### src/rtl/tmr_pkg.sv
package tmr_pkg;

    localparam int BYTE_W  = 8;
    localparam int PRE_W   = 5;
    localparam int ADDR_W  = 3;
    localparam int N_TMR   = 2;
    localparam int CFG_W   = 4;
    localparam int CTL_W   = 2 * N_TMR;
    localparam int RUN_LSB = 0;
    localparam int OVF_LSB = N_TMR;

    localparam logic [ADDR_W-1:0] A_CFG  = 3'd0;
    localparam logic [ADDR_W-1:0] A_CTL  = 3'd1;
    localparam logic [ADDR_W-1:0] A_CNT0 = 3'd2;

    typedef enum logic [1:0] {
        MODE_13    = 2'b00,
        MODE_16    = 2'b01,
        MODE_8RL   = 2'b10,
        MODE_SPLIT = 2'b11
    } tmode_e;

    typedef struct packed {
        logic   gate;
        logic   evt;
        tmode_e mode;
    } tcfg_s;

    function automatic logic [ADDR_W-1:0] lo_addr(input int idx);
        return A_CNT0 + ADDR_W'(2 * idx);
    endfunction

    function automatic logic [ADDR_W-1:0] hi_addr(input int idx);
        return A_CNT0 + ADDR_W'(2 * idx + 1);
    endfunction

endpackage

### src/rtl/tmr_edge.sv
module tmr_edge #(
    parameter int N = 2
) (
    input  logic         clk,
    input  logic         rst,
    input  logic [N-1:0] pin,
    output logic [N-1:0] fall
);
    for (genvar g = 0; g < N; g++) begin : g_pin
        logic smp_now, smp_old;
        always_ff @(posedge clk) begin
            if (rst) begin
                smp_now <= 1'b0;
                smp_old <= 1'b0;
            end else begin
                smp_now <= pin[g];
                smp_old <= smp_now;
            end
        end
        assign fall[g] = smp_old & ~smp_now;
    end
endmodule

### src/rtl/tmr_unit.sv
module tmr_unit
    import tmr_pkg::*;
#(
    parameter bit CAN_SPLIT = 1'b0
) (
    input  logic              clk,
    input  logic              rst,
    input  tcfg_s             cfg,
    input  logic              run,
    input  logic              run_alt,
    input  logic              gate_pin,
    input  logic              evt_fall,
    input  logic              tick,
    input  logic              we_lo,
    input  logic              we_hi,
    input  logic [BYTE_W-1:0] wdata,
    output logic [BYTE_W-1:0] lo,
    output logic [BYTE_W-1:0] hi,
    output logic              wrap_a,
    output logic              wrap_b
);
    localparam int WIDE = 2 * BYTE_W;

    logic              en, step, step_alt;
    logic [BYTE_W-1:0] lo_n, hi_n;
    logic [WIDE-1:0]   sum;

    always_comb begin
        en       = run & (~cfg.gate | gate_pin);
        step     = en & (cfg.evt ? evt_fall : tick);
        step_alt = run_alt & tick;
        sum      = {hi, lo} + WIDE'(1);
        lo_n     = lo;
        hi_n     = hi;
        wrap_a   = 1'b0;
        wrap_b   = 1'b0;
        case (cfg.mode)
            MODE_13: begin
                if (step) begin
                    if (&lo[PRE_W-1:0]) begin
                        lo_n[PRE_W-1:0] = '0;
                        hi_n            = hi + 1'b1;
                        wrap_a          = &hi;
                    end else begin
                        lo_n[PRE_W-1:0] = lo[PRE_W-1:0] + 1'b1;
                    end
                end
            end
            MODE_16: begin
                if (step) begin
                    {hi_n, lo_n} = sum;
                    wrap_a       = &{hi, lo};
                end
            end
            MODE_8RL: begin
                if (step) begin
                    if (&lo) begin
                        lo_n   = hi;
                        wrap_a = 1'b1;
                    end else begin
                        lo_n = lo + 1'b1;
                    end
                end
            end
            default: begin
                if (CAN_SPLIT) begin
                    if (step) begin
                        lo_n   = lo + 1'b1;
                        wrap_a = &lo;
                    end
                    if (step_alt) begin
                        hi_n   = hi + 1'b1;
                        wrap_b = &hi;
                    end
                end
            end
        endcase
        if (we_lo | we_hi) begin
            wrap_a = 1'b0;
            wrap_b = 1'b0;
            lo_n   = we_lo ? wdata : lo;
            hi_n   = we_hi ? wdata : hi;
        end
    end

    always_ff @(posedge clk) begin
        if (rst) begin
            lo <= '0;
            hi <= '0;
        end else begin
            lo <= lo_n;
            hi <= hi_n;
        end
    end
endmodule

### src/rtl/tmr_pair.sv
module tmr_pair
    import tmr_pkg::*;
(
    input  logic              clk,
    input  logic              rst,
    input  logic              tick,
    input  logic [1:0]        evt_pin,
    input  logic [1:0]        gate_pin,
    input  logic              reg_we,
    input  logic [2:0]        reg_addr,
    input  logic [7:0]        reg_wdata,
    output logic [7:0]        reg_rdata,
    output logic [1:0]        ovf_flag
);
    tcfg_s [N_TMR-1:0]            cfg_q;
    logic  [CTL_W-1:0]            ctl_q;
    logic  [N_TMR-1:0]            evt_fall;
    logic  [N_TMR-1:0]            wrap_a, wrap_b;
    logic  [N_TMR-1:0][BYTE_W-1:0] cnt_lo, cnt_hi;
    logic                         split;
    logic  [N_TMR-1:0]            flag_set;

    tmr_edge #(.N(N_TMR)) u_edge (
        .clk  (clk),
        .rst  (rst),
        .pin  (evt_pin),
        .fall (evt_fall)
    );

    for (genvar g = 0; g < N_TMR; g++) begin : g_unit
        logic we_lo, we_hi;
        assign we_lo = reg_we && (reg_addr == lo_addr(g));
        assign we_hi = reg_we && (reg_addr == hi_addr(g));
        tmr_unit #(.CAN_SPLIT(g == 0)) u_unit (
            .clk      (clk),
            .rst      (rst),
            .cfg      (cfg_q[g]),
            .run      (ctl_q[RUN_LSB + g]),
            .run_alt  (ctl_q[RUN_LSB + 1]),
            .gate_pin (gate_pin[g]),
            .evt_fall (evt_fall[g]),
            .tick     (tick),
            .we_lo    (we_lo),
            .we_hi    (we_hi),
            .wdata    (reg_wdata),
            .lo       (cnt_lo[g]),
            .hi       (cnt_hi[g]),
            .wrap_a   (wrap_a[g]),
            .wrap_b   (wrap_b[g])
        );
    end

    assign split       = (cfg_q[0].mode == MODE_SPLIT);
    assign flag_set[0] = wrap_a[0];
    assign flag_set[1] = split ? wrap_b[0] : (wrap_a[1] | wrap_b[1]);

    always_ff @(posedge clk) begin
        if (rst) begin
            cfg_q <= '0;
            ctl_q <= '0;
        end else begin
            if (reg_we && reg_addr == A_CFG)
                cfg_q <= reg_wdata;
            if (reg_we && reg_addr == A_CTL)
                ctl_q <= reg_wdata[CTL_W-1:0];
            else
                ctl_q[OVF_LSB +: N_TMR] <= ctl_q[OVF_LSB +: N_TMR] | flag_set;
        end
    end

    always_comb begin
        case (reg_addr)
            A_CFG:      reg_rdata = cfg_q;
            A_CTL:      reg_rdata = {{(BYTE_W-CTL_W){1'b0}}, ctl_q};
            lo_addr(0): reg_rdata = cnt_lo[0];
            hi_addr(0): reg_rdata = cnt_hi[0];
            lo_addr(1): reg_rdata = cnt_lo[1];
            hi_addr(1): reg_rdata = cnt_hi[1];
            default:    reg_rdata = '0;
        endcase
    end

    assign ovf_flag = ctl_q[OVF_LSB +: N_TMR];
endmodule

### config.mk
export PLATFORM = sky130hd
export DESIGN_NAME = tmr_pair
export DESIGN_NICKNAME = d
export VERILOG_FILES = /design/src/rtl/tmr_pkg.sv /design/src/rtl/tmr_edge.sv /design/src/rtl/tmr_unit.sv /design/src/rtl/tmr_pair.sv
export SDC_FILE = /design/constraint.sdc
export NUM_CORES = 1
export LEC_CHECK = 0
export ABC_AREA = 1
export ABC_CLOCK_PERIOD_IN_PS = 4300
export CAP_MARGIN = 20
export CORE_MARGIN = 2
export CORE_UTILIZATION = 36
export CTS_BUF_LIST = sky130_fd_sc_hd__clkbuf_2 sky130_fd_sc_hd__clkbuf_4 sky130_fd_sc_hd__clkbuf_8
export DETAILED_ROUTE_END_ITERATION = 7
export GPL_ROUTABILITY_DRIVEN = 0
export GPL_TIMING_DRIVEN = 0
export PLACE_DENSITY = 0.54
export SYNTH_ARGS = -nofsm -noshare
export SYNTH_HDL_FRONTEND = slang
export SYNTH_SLANG_ARGS = --single-unit
### constraint.sdc
create_clock -name clk -period 4.3 [get_ports clk]
set_input_delay 0.86 -clock clk [delete_from_list [all_inputs] [get_ports clk]]
set_output_delay 0.86 -clock clk [all_outputs]
set_load 0.01 [all_outputs]
==> metrics.txt, run 1 <==
cell type of the slowest stage on the worst timing path=sky130_fd_sc_hd__clkdlybuf4s50_1; Detailed Route WL=about 13,000 um; total number of placement rows=37; number of fill cells in the layout=between 1k and 1.5k; Pint=~0.74 mW; Seq/Total Area, Yosys=between 20% and 30%; Critical Setup Path Class=in2out; kind of end point of the critical path=output pin; cts-stage hold buffer count=0; Post-Route Setup TNS=0 ns; final setup violating endpoints=0; detail-routed via count per cell=roughly 5.3; synthesized cell area=about 0.0038 mm^2; synth warn=0; Post CTS Setup Buffer Count=0; Period Utilization, post-route=between 90 and 100%; antenna violation net count after detailed routing=0; highest attainable clock frequency=between 0.2 and 0.3 GHz; horizontal die dimension=roughly 110 um; number of top-level pins=29; average footprint of a synthesized cell=5.88 um^2; CTS root buf=sky130_fd_sc_hd__clkbuf_8; Setup WS post-layout=0.308 ns; worst endpoint data arrival time=~3.1 ns; family with the most delay on the worst path=buffers and inverters; worst path buffer plus inverter count=4; layout overhead on the synthesized area=14.8%; status=complete, no violations; time the final worst path needs with I/O delays and setup=~4 ns; port buffer count=28; setup clock skew after layout=0.0151 ns; antenna diode count=0; type of element launching the critical path=primary input; switching part of the total=33.7%; count of cell types in the netlist=35; RSZ-0062 raised after global routing=no; clock tree from TritonCTS=yes; max-cap violations=0; global-route wire length before repair=21,100 um; Worst Hold Class=reg2reg; initial core utilization=37.0%; DR iter-0 viols=~220; power density relative to cell area=between 200 and 300 mW/mm^2; most frequent standard cell in the layout excluding fill and tap cells=sky130_fd_sc_hd__nand2_1; Max Transition Viols Final=0; via count of the first global-routing pass=between 4k and 5k; combinational fraction of design power=between 20% and 30%; number of nets produced by synthesis=between 600 and 700; HPWL reported at the end of detailed placement=around 11,000 um; Clk pin slew, worst setup/hold paths=0.10 ns; global route total overflow=0; reported net switching power=0.376 mW; synthesized netlist cell count=648; Final Hold Vio Count=0; maximum single-stage delay on the critical path=roughly 0.7 ns; count of nets after finishing=slightly above 700; total routing resource utilization after global routing=about a quarter; CTS max path bufs=2; biggest fanout along the worst timing path=6; Sequential Power Share=about 45%; Worst Path Required=3.44 ns; Relative slew margins=between 50% and 60%; layout cell share with drive strength beyond 1=under 10%; number of antenna violations at the first check in global routing=0; core region area=0.0103 mm^2; routed wire length per instance=between 15 and 20 um; count of clock tree sinks=between 40 and 50; full die area=0.0114 mm^2; first-pass detailed-route iteration total=5; area of combinational cells with multiple inputs=between 0.002 and 0.0025 mm^2; most frequently used flop master after synthesis=sky130_fd_sc_hd__dfxtp_1; level count of the clock H-tree=2; share of flip-flops with an asynchronous set or reset=0%; top library cells by usage in the layout, fill and taps aside=186 x sky130_fd_sc_hd__nand2_1, 88 x sky130_fd_sc_hd__nor2_1, 85 x sky130_fd_sc_hd__inv_1; DR vias=around 4.3k; Resized cells post-CTS=0; Clock power frac=a little under a third; sequential cell area=around 960 um^2; Max rail drop VDD=between 0.15 and 0.2 mV; slew at the pin with the worst max-slew slack=0.677 ns; count of unresolved DRC violations after routing=0; number of synthesized flops with an enable pin=0; flops & latches, synth=48; Post-Place Setup Slack=between 0.2 and 0.3 ns; vertical extent of the die=107 um; Static Leak=just under 2 nW; pin count of the biggest net entering global routing=16; number of buffers created by CTS=5; worst-path cell chain=clkdlybuf4s50_1 > inv_1 > nor2_1 > inv_1 > o21ai_0 > clkdlybuf4s50_1; clock insertion delay at the later pin of the skew report=~0.32 ns
-- power by group through the flow --
stage / logic, mW / clock network, mW / registers [mW]
2_1_floorplan: 0.173 / 0 / 0.503
3_3_place_gp: 0.259 / 0 / 0.513
3_5_place_dp: 0.261 / 0 / 0.513
4_1_cts: 0.263 / 0.359 / 0.503
5_1_grt: 0.299 / 0.375 / 0.507
6_report: 0.265 / 0.349 / 0.503
-- stage by stage --
stage / util (%) / hold slack [ns] / instance area, um^2 / power, mW / cells
global route: 42.5 / 0.463 / 4370 / 1.18 / 820
CTS: 42.5 / 0.440 / 4370 / 1.13 / 820
floorplan: - / 0.409 / 3810 / 0.676 / 648
global placement: 41.4 / 0.418 / 4260 / 0.772 / 812
detailed placement: 41.4 / 0.422 / 4260 / 0.774 / 812
finish: 42.5 / 0.436 / 4370 / 1.12 / 820
-- per-layer routing --
layer / vias to the layer above / wire length (um) / global-route usage, %
met5: - / 0 / 0
met4: 0 / 414 / 9.55
met3: 25 / 614 / 2.37
met2: 123 / 6320 / 41.6
met1: 1978 / 5890 / 30.3
li1: 2179 / - / -
-- path summary, 6_finish.rpt --
| path | start | end | slack (ns) | cells after the start |
|---|---|---|---|---|
| min reg2reg | u_edge.g_pin[0].smp_now | u_edge.g_pin[0].smp_old | 0.44 | 2 |
| min | u_edge.g_pin[0].smp_now | u_edge.g_pin[0].smp_old | 0.44 | 2 |
| max reg2reg | cfg_q[1] | g_unit[0].u_unit.hi[0] | 1.99 | 13 |
| max | reg_addr[0] | reg_rdata[4] | 0.31 | 6 |
-- synthesized netlist by cell type, types with 5 or more instances --
cell / count / area (um^2)
sky130_fd_sc_hd__o22ai_1: 7 / 43.8
sky130_fd_sc_hd__buf_2: 5 / 25.0
sky130_fd_sc_hd__nand2_1: 186 / 698
sky130_fd_sc_hd__nor3_1: 10 / 50.1
sky130_fd_sc_hd__ha_1: 15 / 188
sky130_fd_sc_hd__inv_1: 85 / 319
sky130_fd_sc_hd__nand4_1: 24 / 150
sky130_fd_sc_hd__nor2_1: 88 / 330
sky130_fd_sc_hd__xor2_1: 8 / 70.1
sky130_fd_sc_hd__a21oi_1: 52 / 260
sky130_fd_sc_hd__o21ai_0: 35 / 175
sky130_fd_sc_hd__nand3_1: 43 / 215
sky130_fd_sc_hd__dfxtp_1: 48 / 961
-- cell families after synthesis --
kind of cell               count (synthesis)  synth area share, %
AOI/OAI and AO/OA                        111                 16.2
xor gates and xnor gates                   8                 1.84
adders and majority gates                 15                 4.93
buffers and inverters                    100                 10.5
DFF                                       48                 25.2
and+or+nand+nor                          366                 41.3
-- worst min-delay path, cell delays in order, from the launching register on --
cell and delay, ns:
sky130_fd_sc_hd__dfxtp_1 0.31, sky130_fd_sc_hd__inv_1 0.06, sky130_fd_sc_hd__nor2_1 0.04
-- sequential cells by signal (all words and copies together), names as in the netlist --
name / flops
ctl_q: 4
g_unit.u_unit.hi: 16
u_edge.g_pin.smp_old: 2
cfg_q: 8
u_edge.g_pin.smp_now: 2
g_unit.u_unit.lo: 16
-- layout make-up --
class                           count  share of cell area [%]
Buffer                             13                    1.63
Timing Repair Buffer               28                    6.41
Tap cell                          136                    3.89
Clock inverter                      3                   0.974
Clock buffer                        5                    1.58
Inverter                           87                    7.47
Sequential cell                    48                    22.0
Multi-Input combinational cell    500                    56.0
Power figures use the tool's default switching activity.
==> run 2, diff against run 1 <==
--- a/config.mk
+++ b/config.mk
@@ -18,3 +18,4 @@
 export SYNTH_ARGS = -nofsm -noshare
 export SYNTH_HDL_FRONTEND = slang
 export SYNTH_SLANG_ARGS = --single-unit
+export TNS_END_PERCENT = 30
==> results of run 2 <==
No change in the layout: final DEF, timing and power equal those of run 1.
